[src/rtl/chreg_pkg.sv]
package chreg_pkg;

    localparam int NCH    = 2;
    localparam int NREG   = 16;
    localparam int BYTE_W = 8;
    localparam int IDX_W  = $clog2(NREG);

    typedef logic [BYTE_W-1:0] byte_t;
    typedef logic [IDX_W-1:0]  ridx_t;

    localparam logic [2:0] PH_CODE = 3'b001;

    localparam ridx_t IDX_PTR    = 4'd0;
    localparam ridx_t IDX_SHR_LO = 4'd2;
    localparam ridx_t IDX_MODEM  = 4'd5;
    localparam ridx_t IDX_SHR_HI = 4'd9;
    localparam ridx_t IDX_R10    = 4'd10;
    localparam ridx_t IDX_R12    = 4'd12;
    localparam ridx_t IDX_R13    = 4'd13;
    localparam ridx_t IDX_R15    = 4'd15;

    localparam int ST_TXRDY   = 2;
    localparam int ST_DCD     = 3;
    localparam int ST_CTS     = 5;
    localparam int ST_ALLSENT = 0;
    localparam int MC_DTR     = 7;
    localparam int MC_RTS     = 1;
    localparam byte_t IDLE_VEC = 8'h06;

    typedef struct packed {
        logic [NCH-1:0][NREG-1:0][BYTE_W-1:0] wr;
        logic [NCH-1:0][NREG-1:0][BYTE_W-1:0] rr;
        logic       cmd_stb;
        logic       cmd_chan;
        logic [2:0] cmd_code;
        logic       xs_stb;
        logic       xs_chan;
    } store_t;

    typedef struct packed {
        logic  rvalid;
        byte_t rdata;
        logic  err;
        logic  dp_wr;
        logic  dp_rd;
        logic  dp_ch;
        byte_t dp_byte;
    } host_t;

    function automatic store_t store_reset();
        store_t s;
        s = '0;
        for (int c = 0; c < NCH; c++) begin
            s.rr[c][0][ST_TXRDY]   = 1'b1;
            s.rr[c][1][ST_ALLSENT] = 1'b1;
            s.rr[c][2]             = IDLE_VEC;
        end
        return s;
    endfunction

endpackage

[src/rtl/chreg_ptr_dec.sv]
module chreg_ptr_dec
    import chreg_pkg::*;
(
    input  logic [5:0] ptr,
    output ridx_t      wr_idx,
    output logic       wr_ok,
    output ridx_t      rd_idx,
    output logic       rd_ok,
    output logic       rd_clr
);

    logic       ph;
    logic [2:0] sel;

    always_comb begin
        ph     = (ptr[5:3] == PH_CODE);
        sel    = ptr[2:0];
        wr_idx = {1'b0, sel};
        wr_ok  = 1'b1;
        rd_idx = {2'b00, sel[1:0]};
        rd_ok  = 1'b1;
        rd_clr = (sel[1:0] != 2'b00);
        if (ph) begin
            wr_idx = {1'b1, sel};
            wr_ok  = (sel != 3'd0);
            rd_clr = (sel != 3'd1);
            case (sel)
                3'd2, 3'd6: rd_idx = IDX_R10;
                3'd3, 3'd7: rd_idx = IDX_R15;
                3'd4:       rd_idx = IDX_R12;
                3'd5:       rd_idx = IDX_R13;
                default: begin
                    rd_idx = IDX_PTR;
                    rd_ok  = 1'b0;
                end
            endcase
        end
    end

endmodule

[src/rtl/chreg_store.sv]
module chreg_store
    import chreg_pkg::*;
(
    input  logic                        clk,
    input  logic                        rst_n,
    input  logic                        ctl_wr,
    input  logic                        ctl_rd,
    input  logic                        ch,
    input  byte_t                       wbyte,
    input  ridx_t                       wr_idx,
    input  logic                        wr_ok,
    input  ridx_t                       rd_idx,
    input  logic                        rd_ok,
    input  logic                        rd_clr,
    output logic [NCH-1:0][BYTE_W-1:0]  ptr_all,
    output byte_t                       rbyte,
    output logic [2*BYTE_W-1:0]         mic,
    output logic                        cmd_stb,
    output logic                        cmd_chan,
    output logic [2:0]                  cmd_code,
    output logic                        xs_stb,
    output logic                        xs_chan
);

    store_t q, d;

    function automatic logic mirrored(ridx_t i);
        return (i == IDX_SHR_LO) || (i == IDX_R12) || (i == IDX_R13) || (i == IDX_R15);
    endfunction

    always_comb begin
        d          = q;
        d.cmd_stb  = 1'b0;
        d.xs_stb   = 1'b0;
        if (ctl_wr && wr_ok) begin
            d.wr[ch][wr_idx] = wbyte;
            if (wr_idx == IDX_SHR_LO || wr_idx == IDX_SHR_HI) begin
                d.wr[~ch][wr_idx] = wbyte;
            end
            if (mirrored(wr_idx)) begin
                d.rr[ch][wr_idx] = wbyte;
            end
            if (wr_idx == IDX_SHR_LO) begin
                d.rr[~ch][IDX_SHR_LO] = wbyte;
            end
            if (wr_idx == IDX_MODEM) begin
                if (wbyte[MC_DTR]) d.rr[ch][0][ST_DCD] = 1'b1;
                if (wbyte[MC_RTS]) d.rr[ch][0][ST_CTS] = 1'b1;
                if (wbyte[MC_DTR] || wbyte[MC_RTS]) begin
                    d.xs_stb  = 1'b1;
                    d.xs_chan = ch;
                end
            end
            if (wr_idx == IDX_PTR && wbyte[5:4] != 2'b00) begin
                d.cmd_stb   = 1'b1;
                d.cmd_chan  = ch;
                d.cmd_code  = wbyte[5:3];
                d.wr[ch][0] = '0;
            end
            if (wr_idx != IDX_PTR) begin
                d.wr[ch][0][4:0] = '0;
            end
        end
        if (ctl_rd && rd_clr) begin
            d.wr[ch][0][4:0] = '0;
        end
    end

    always_ff @(posedge clk) begin
        if (!rst_n) q <= store_reset();
        else        q <= d;
    end

    always_comb begin
        for (int c = 0; c < NCH; c++) ptr_all[c] = q.wr[c][0];
        rbyte    = rd_ok ? q.rr[ch][rd_idx] : '0;
        mic      = {q.wr[1][IDX_SHR_HI], q.wr[0][IDX_SHR_HI]};
        cmd_stb  = q.cmd_stb;
        cmd_chan = q.cmd_chan;
        cmd_code = q.cmd_code;
        xs_stb   = q.xs_stb;
        xs_chan  = q.xs_chan;
    end

    AST_PTR_WR_FALLS: assert property (@(posedge clk) disable iff (!rst_n)
        (ctl_wr && wr_ok && wr_idx != IDX_PTR) |=> (q.wr[$past(ch)][0][4:0] == 5'd0));
    AST_PTR_RD_FALLS: assert property (@(posedge clk) disable iff (!rst_n)
        (ctl_rd && rd_clr) |=> (q.wr[$past(ch)][0][4:0] == 5'd0));
    AST_SHARED_MATCH: assert property (@(posedge clk) disable iff (!rst_n)
        (q.wr[0][IDX_SHR_LO] == q.wr[1][IDX_SHR_LO]) && (q.wr[0][IDX_SHR_HI] == q.wr[1][IDX_SHR_HI]));
    AST_CMD_WIPES_PTR: assert property (@(posedge clk) disable iff (!rst_n)
        q.cmd_stb |-> (q.wr[q.cmd_chan][0] == 8'h00));
    AST_DTR_SETS_DCD: assert property (@(posedge clk) disable iff (!rst_n)
        (ctl_wr && wr_ok && wr_idx == IDX_MODEM && wbyte[MC_DTR]) |=> q.rr[$past(ch)][0][ST_DCD]);
    AST_STATUS_STICKY: assert property (@(posedge clk) disable iff (!rst_n)
        q.rr[0][0][ST_TXRDY] && q.rr[1][0][ST_TXRDY]);

endmodule

[src/rtl/chreg_host_if.sv]
module chreg_host_if
    import chreg_pkg::*;
#(
    parameter int ADDR_W = 4,
    parameter int A_CTRL = 0,
    parameter int A_DATA = 1,
    parameter int B_CTRL = 2,
    parameter int B_DATA = 3
) (
    input  logic              clk,
    input  logic              rst_n,
    input  logic              valid,
    input  logic              write,
    input  logic [ADDR_W-1:0] addr,
    input  byte_t             ctl_rbyte,
    input  byte_t             wdata,
    input  byte_t             dp_rdata,
    output logic              ctl_wr,
    output logic              ctl_rd,
    output logic              acc_ch,
    output host_t             resp
);

    localparam logic [ADDR_W-1:0] AC = ADDR_W'(A_CTRL);
    localparam logic [ADDR_W-1:0] AD = ADDR_W'(A_DATA);
    localparam logic [ADDR_W-1:0] BC = ADDR_W'(B_CTRL);
    localparam logic [ADDR_W-1:0] BD = ADDR_W'(B_DATA);

    host_t q, d;
    logic  hit_ctl, hit_dat;

    always_comb begin
        hit_ctl = (addr == AC) || (addr == BC);
        hit_dat = (addr == AD) || (addr == BD);
        acc_ch  = (addr == BC) || (addr == BD);
        ctl_wr  = valid && write && hit_ctl;
        ctl_rd  = valid && !write && hit_ctl;

        d         = '0;
        d.dp_ch   = q.dp_ch;
        d.dp_byte = q.dp_byte;
        if (valid) begin
            d.rvalid = !write;
            d.err    = !(hit_ctl || hit_dat);
            if (!write && hit_ctl) d.rdata = ctl_rbyte;
            if (!write && hit_dat) d.rdata = dp_rdata;
            if (hit_dat) begin
                d.dp_wr = write;
                d.dp_rd = !write;
                d.dp_ch = acc_ch;
                if (write) d.dp_byte = wdata;
            end
        end
    end

    always_ff @(posedge clk) begin
        if (!rst_n) q <= '0;
        else        q <= d;
    end

    assign resp = q;

    AST_READ_ANSWERED: assert property (@(posedge clk) disable iff (!rst_n)
        (valid && !write) |=> q.rvalid);
    AST_WRITE_SILENT: assert property (@(posedge clk) disable iff (!rst_n)
        (valid && write) |=> !q.rvalid);
    AST_BAD_READ_ZERO: assert property (@(posedge clk) disable iff (!rst_n)
        (q.rvalid && q.err) |-> (q.rdata == 8'h00));

endmodule

[src/rtl/chreg_top.sv]
module chreg_top
    import chreg_pkg::*;
#(
    parameter int ADDR_W = 4,
    parameter int A_CTRL = 0,
    parameter int A_DATA = 1,
    parameter int B_CTRL = 2,
    parameter int B_DATA = 3
) (
    input  logic              clk,
    input  logic              rst_n,
    input  logic              host_valid,
    input  logic              host_write,
    input  logic [ADDR_W-1:0] host_addr,
    input  logic [7:0]        host_wdata,
    output logic              host_rvalid,
    output logic [7:0]        host_rdata,
    output logic              host_err,
    output logic              dp_wr_stb,
    output logic              dp_rd_stb,
    output logic              dp_chan,
    output logic [7:0]        dp_wbyte,
    input  logic [7:0]        dp_rdata,
    output logic              cmd_stb,
    output logic              cmd_chan,
    output logic [2:0]        cmd_code,
    output logic              xs_stb,
    output logic              xs_chan,
    output logic [15:0]       mic_byte
);

    logic                       ctl_wr, ctl_rd, acc_ch;
    host_t                      resp;
    byte_t                      rbyte;
    logic [NCH-1:0][BYTE_W-1:0] ptr_all;
    ridx_t [NCH-1:0]            wr_idx_c, rd_idx_c;
    logic  [NCH-1:0]            wr_ok_c, rd_ok_c, rd_clr_c;

    chreg_host_if #(
        .ADDR_W(ADDR_W), .A_CTRL(A_CTRL), .A_DATA(A_DATA),
        .B_CTRL(B_CTRL), .B_DATA(B_DATA)
    ) i_host (
        .clk(clk), .rst_n(rst_n), .valid(host_valid), .write(host_write),
        .addr(host_addr), .ctl_rbyte(rbyte), .wdata(host_wdata),
        .dp_rdata(dp_rdata), .ctl_wr(ctl_wr), .ctl_rd(ctl_rd),
        .acc_ch(acc_ch), .resp(resp)
    );

    for (genvar c = 0; c < NCH; c++) begin : g_dec
        chreg_ptr_dec i_dec (
            .ptr(ptr_all[c][5:0]),
            .wr_idx(wr_idx_c[c]), .wr_ok(wr_ok_c[c]),
            .rd_idx(rd_idx_c[c]), .rd_ok(rd_ok_c[c]), .rd_clr(rd_clr_c[c])
        );
    end

    chreg_store i_store (
        .clk(clk), .rst_n(rst_n), .ctl_wr(ctl_wr), .ctl_rd(ctl_rd),
        .ch(acc_ch), .wbyte(host_wdata),
        .wr_idx(wr_idx_c[acc_ch]), .wr_ok(wr_ok_c[acc_ch]),
        .rd_idx(rd_idx_c[acc_ch]), .rd_ok(rd_ok_c[acc_ch]), .rd_clr(rd_clr_c[acc_ch]),
        .ptr_all(ptr_all), .rbyte(rbyte), .mic(mic_byte),
        .cmd_stb(cmd_stb), .cmd_chan(cmd_chan), .cmd_code(cmd_code),
        .xs_stb(xs_stb), .xs_chan(xs_chan)
    );

    assign host_rvalid = resp.rvalid;
    assign host_rdata  = resp.rdata;
    assign host_err    = resp.err;
    assign dp_wr_stb   = resp.dp_wr;
    assign dp_rd_stb   = resp.dp_rd;
    assign dp_chan     = resp.dp_ch;
    assign dp_wbyte    = resp.dp_byte;

endmodule

[config.mk]
export PLATFORM = sky130hd
export DESIGN_NAME = chreg_top
export DESIGN_NICKNAME = d
export VERILOG_FILES = /design/src/rtl/chreg_pkg.sv /design/src/rtl/chreg_ptr_dec.sv /design/src/rtl/chreg_store.sv /design/src/rtl/chreg_host_if.sv /design/src/rtl/chreg_top.sv
export SDC_FILE = /design/constraint.sdc
export NUM_CORES = 1
export LEC_CHECK = 0
export ABC_AREA = 1
export CAP_MARGIN = 20
export CORE_MARGIN = 2
export CORE_UTILIZATION = 32
export CTS_CLUSTER_SIZE = 20
export DETAILED_ROUTE_END_ITERATION = 10
export DONT_BUFFER_PORTS = 1
export GPL_TIMING_DRIVEN = 1
export PLACE_DENSITY = 0.44
export SETUP_SLACK_MARGIN = 0.05
export SKIP_CTS_REPAIR_TIMING = 1
export SLEW_MARGIN = 10
export SYNTH_ARGS = -nofsm -noshare
export SYNTH_HDL_FRONTEND = slang
export SYNTH_HIERARCHICAL = 1
export SYNTH_SLANG_ARGS = --single-unit
[constraint.sdc]
create_clock -name clk -period 6.05 [get_ports clk]
set_clock_uncertainty 0.15 [all_clocks]
set_input_delay 1.21 -clock clk [delete_from_list [all_inputs] [get_ports clk]]
set_output_delay 1.21 -clock clk [all_outputs]
set_load 0.02 [all_outputs]
==> results.txt <==
clock sink count = 312
CP arrival = 3.70 ns
Post-Syn Nets = 1,921
PnR worst setup slack = 2.620 ns
final worst-path cycle share = 56.70%
GRT Resource Usage Total = 16.74%
setup TNS = 0 ns
DR vias = 10,750
final setup vio count = 0
syn avg cell area = 7.036 um^2
initial antenna violation count = 0
fin nets = 1,824
Wirelength per Cell = 15.37 um
cell area after synthesis = 0.01335 mm^2
Pleak = 0.007131 uW
Slew Limit Fails = 0
Core Footprint = 0.04102 mm^2
initial DRC count = 751
Post-Layout Inst Area = 0.01443 mm^2
largest net degree at the start of global routing = 239
crit path kind = in2reg
IO Pins = 68
Pwr Density = 307.7 mW/mm^2
HPWL after detailed placement = 22.27 mm
final worst path period need = 3.430 ns
VDD IR max = 0.0002129 V
DRC = 0
n_diodes = 0
CTS tree = yes
DR pass1 iterations = 5
DP Area = 0.01318 mm^2
first-pass GRT wire length = 57.62 mm
DRT antenna net count = 0
Synth-to-Final Area Change = 8.109%
Detailed Route WL = 36.25 mm
yosys warns = 6
CP Max Fanout = 45
vias per cell = 4.557
Slew @ Worst Pin = 0.9964 ns
PnR Total Power = 4440 uW
RSZ-0062 raised after global routing = false
worst skew pair latency = 0.53 ns
RePlAce Congestion = 0.8057
Max Fclk = 0.2915 GHz
max-cap viol count = 0
CTS Buffer Depth = 3
critical path required time = 6.32 ns
Clk pin slew, worst setup/hold paths = 0.06 ns
row cnt = 74
Num CTS Buffers = 38
clk root buf = clkbuf_16
post-layout util = 35.18%
outcome = complete, no violations
Die Area = 0.04336 mm^2
Die H = 208.2 um
vias in the first global route = 9,973
Rel. slew slack = 33.48%
# port buffers = 0
crit path launch type = primary input
Worst Hold Class = reg2reg
GRT overflow = 0
Mapped Cells = 1,897
H-tree depth = 2
pre-CTS WS = 2.049 ns
Initial Utilization = 32.54%
Final Hold Viols = 0
share of cells above drive strength 1 = 6.462%
Die Width = 208.2 um
crit end category = flip-flop
==> stage by stage <==
step | instances | hold slack, ns
after global placement | 2292 | 0.2598
after floorplan | 1897 | 0.2535
after detailed placement | 2292 | 0.2631
after CTS | 2358 | 0.2716
after global routing | 2358 | 0.2823
final | 2358 | 0.2702
==> cell usage in the layout, fill, tap and decap left out, types with 4 or more instances in the layout <==
cell	count
buf_4	8
mux2i_1	10
or2_2	4
a21oi_1	74
a31oi_1	4
clkbuf_16	39
o21ai_1	7
clkbuf_8	8
nor2_4	7
dfxtp_1	312
inv_2	13
nand3_1	188
clkbuf_1	11
nand3_4	4
nand3_2	5
o21ai_0	54
nor2_2	6
nor2_1	113
inv_1	256
nand4_1	11
clkinv_2	5
nand2_1	659
==> metal layers <==
layer  track usage [%]  up-vias  wire, um
li1                  -     5532         -
met1             23.88     4939     17580
met2             25.46      221     15830
met3             3.215       53      1981
met4             5.061        0       850
met5                 0        -         0
==> worst paths after layout <==
path | from | to | slack (ns) | cells past startpoint
worst min register to register | flip-flop | flip-flop | 0.27 | 2
worst max-delay path | host_addr[2] | i_host/resp[14] | 2.62 | 17
worst min-delay path | flip-flop | flip-flop | 0.27 | 2
worst max register to register | i_store/ptr_all[9] | i_host/resp[14] | 3.04 | 17
==> report_power, final <==
part	switching [uW]	internal (uW)	total, uW
combinational	71.4	22.6	94.0
clock	874	1410	2280
sequential	6.85	2060	2070
total	952	3490	4440
==> area by class of cell <==
cell class	instances	area [um^2]
multi-input combinational	1165	5140
timing repair buffer	10	100.1
clock inverter	8	118.9
clock buffer	58	1127
fill	4439	26590
tap	532	665.6
inverter	273	1031
sequential	312	6246
==> worst max-delay path, stage by stage <==
cell	delay, ns
inv_1	0.02
nand2_1	0.11
nor2_4	0.08
buf_4	0.24
nand2_1	0.11
nand2_2	0.06
inv_2	0.72
buf_4	0.37
nand3_1	0.10
nand3_1	0.09
nand2_1	0.13
nand2_1	0.08
nand2_1	0.06
nor2_1	0.10
nor2_1	0.06
nand3_1	0.08
nand2_1	0.05
(Power assumes the default switching activity.)
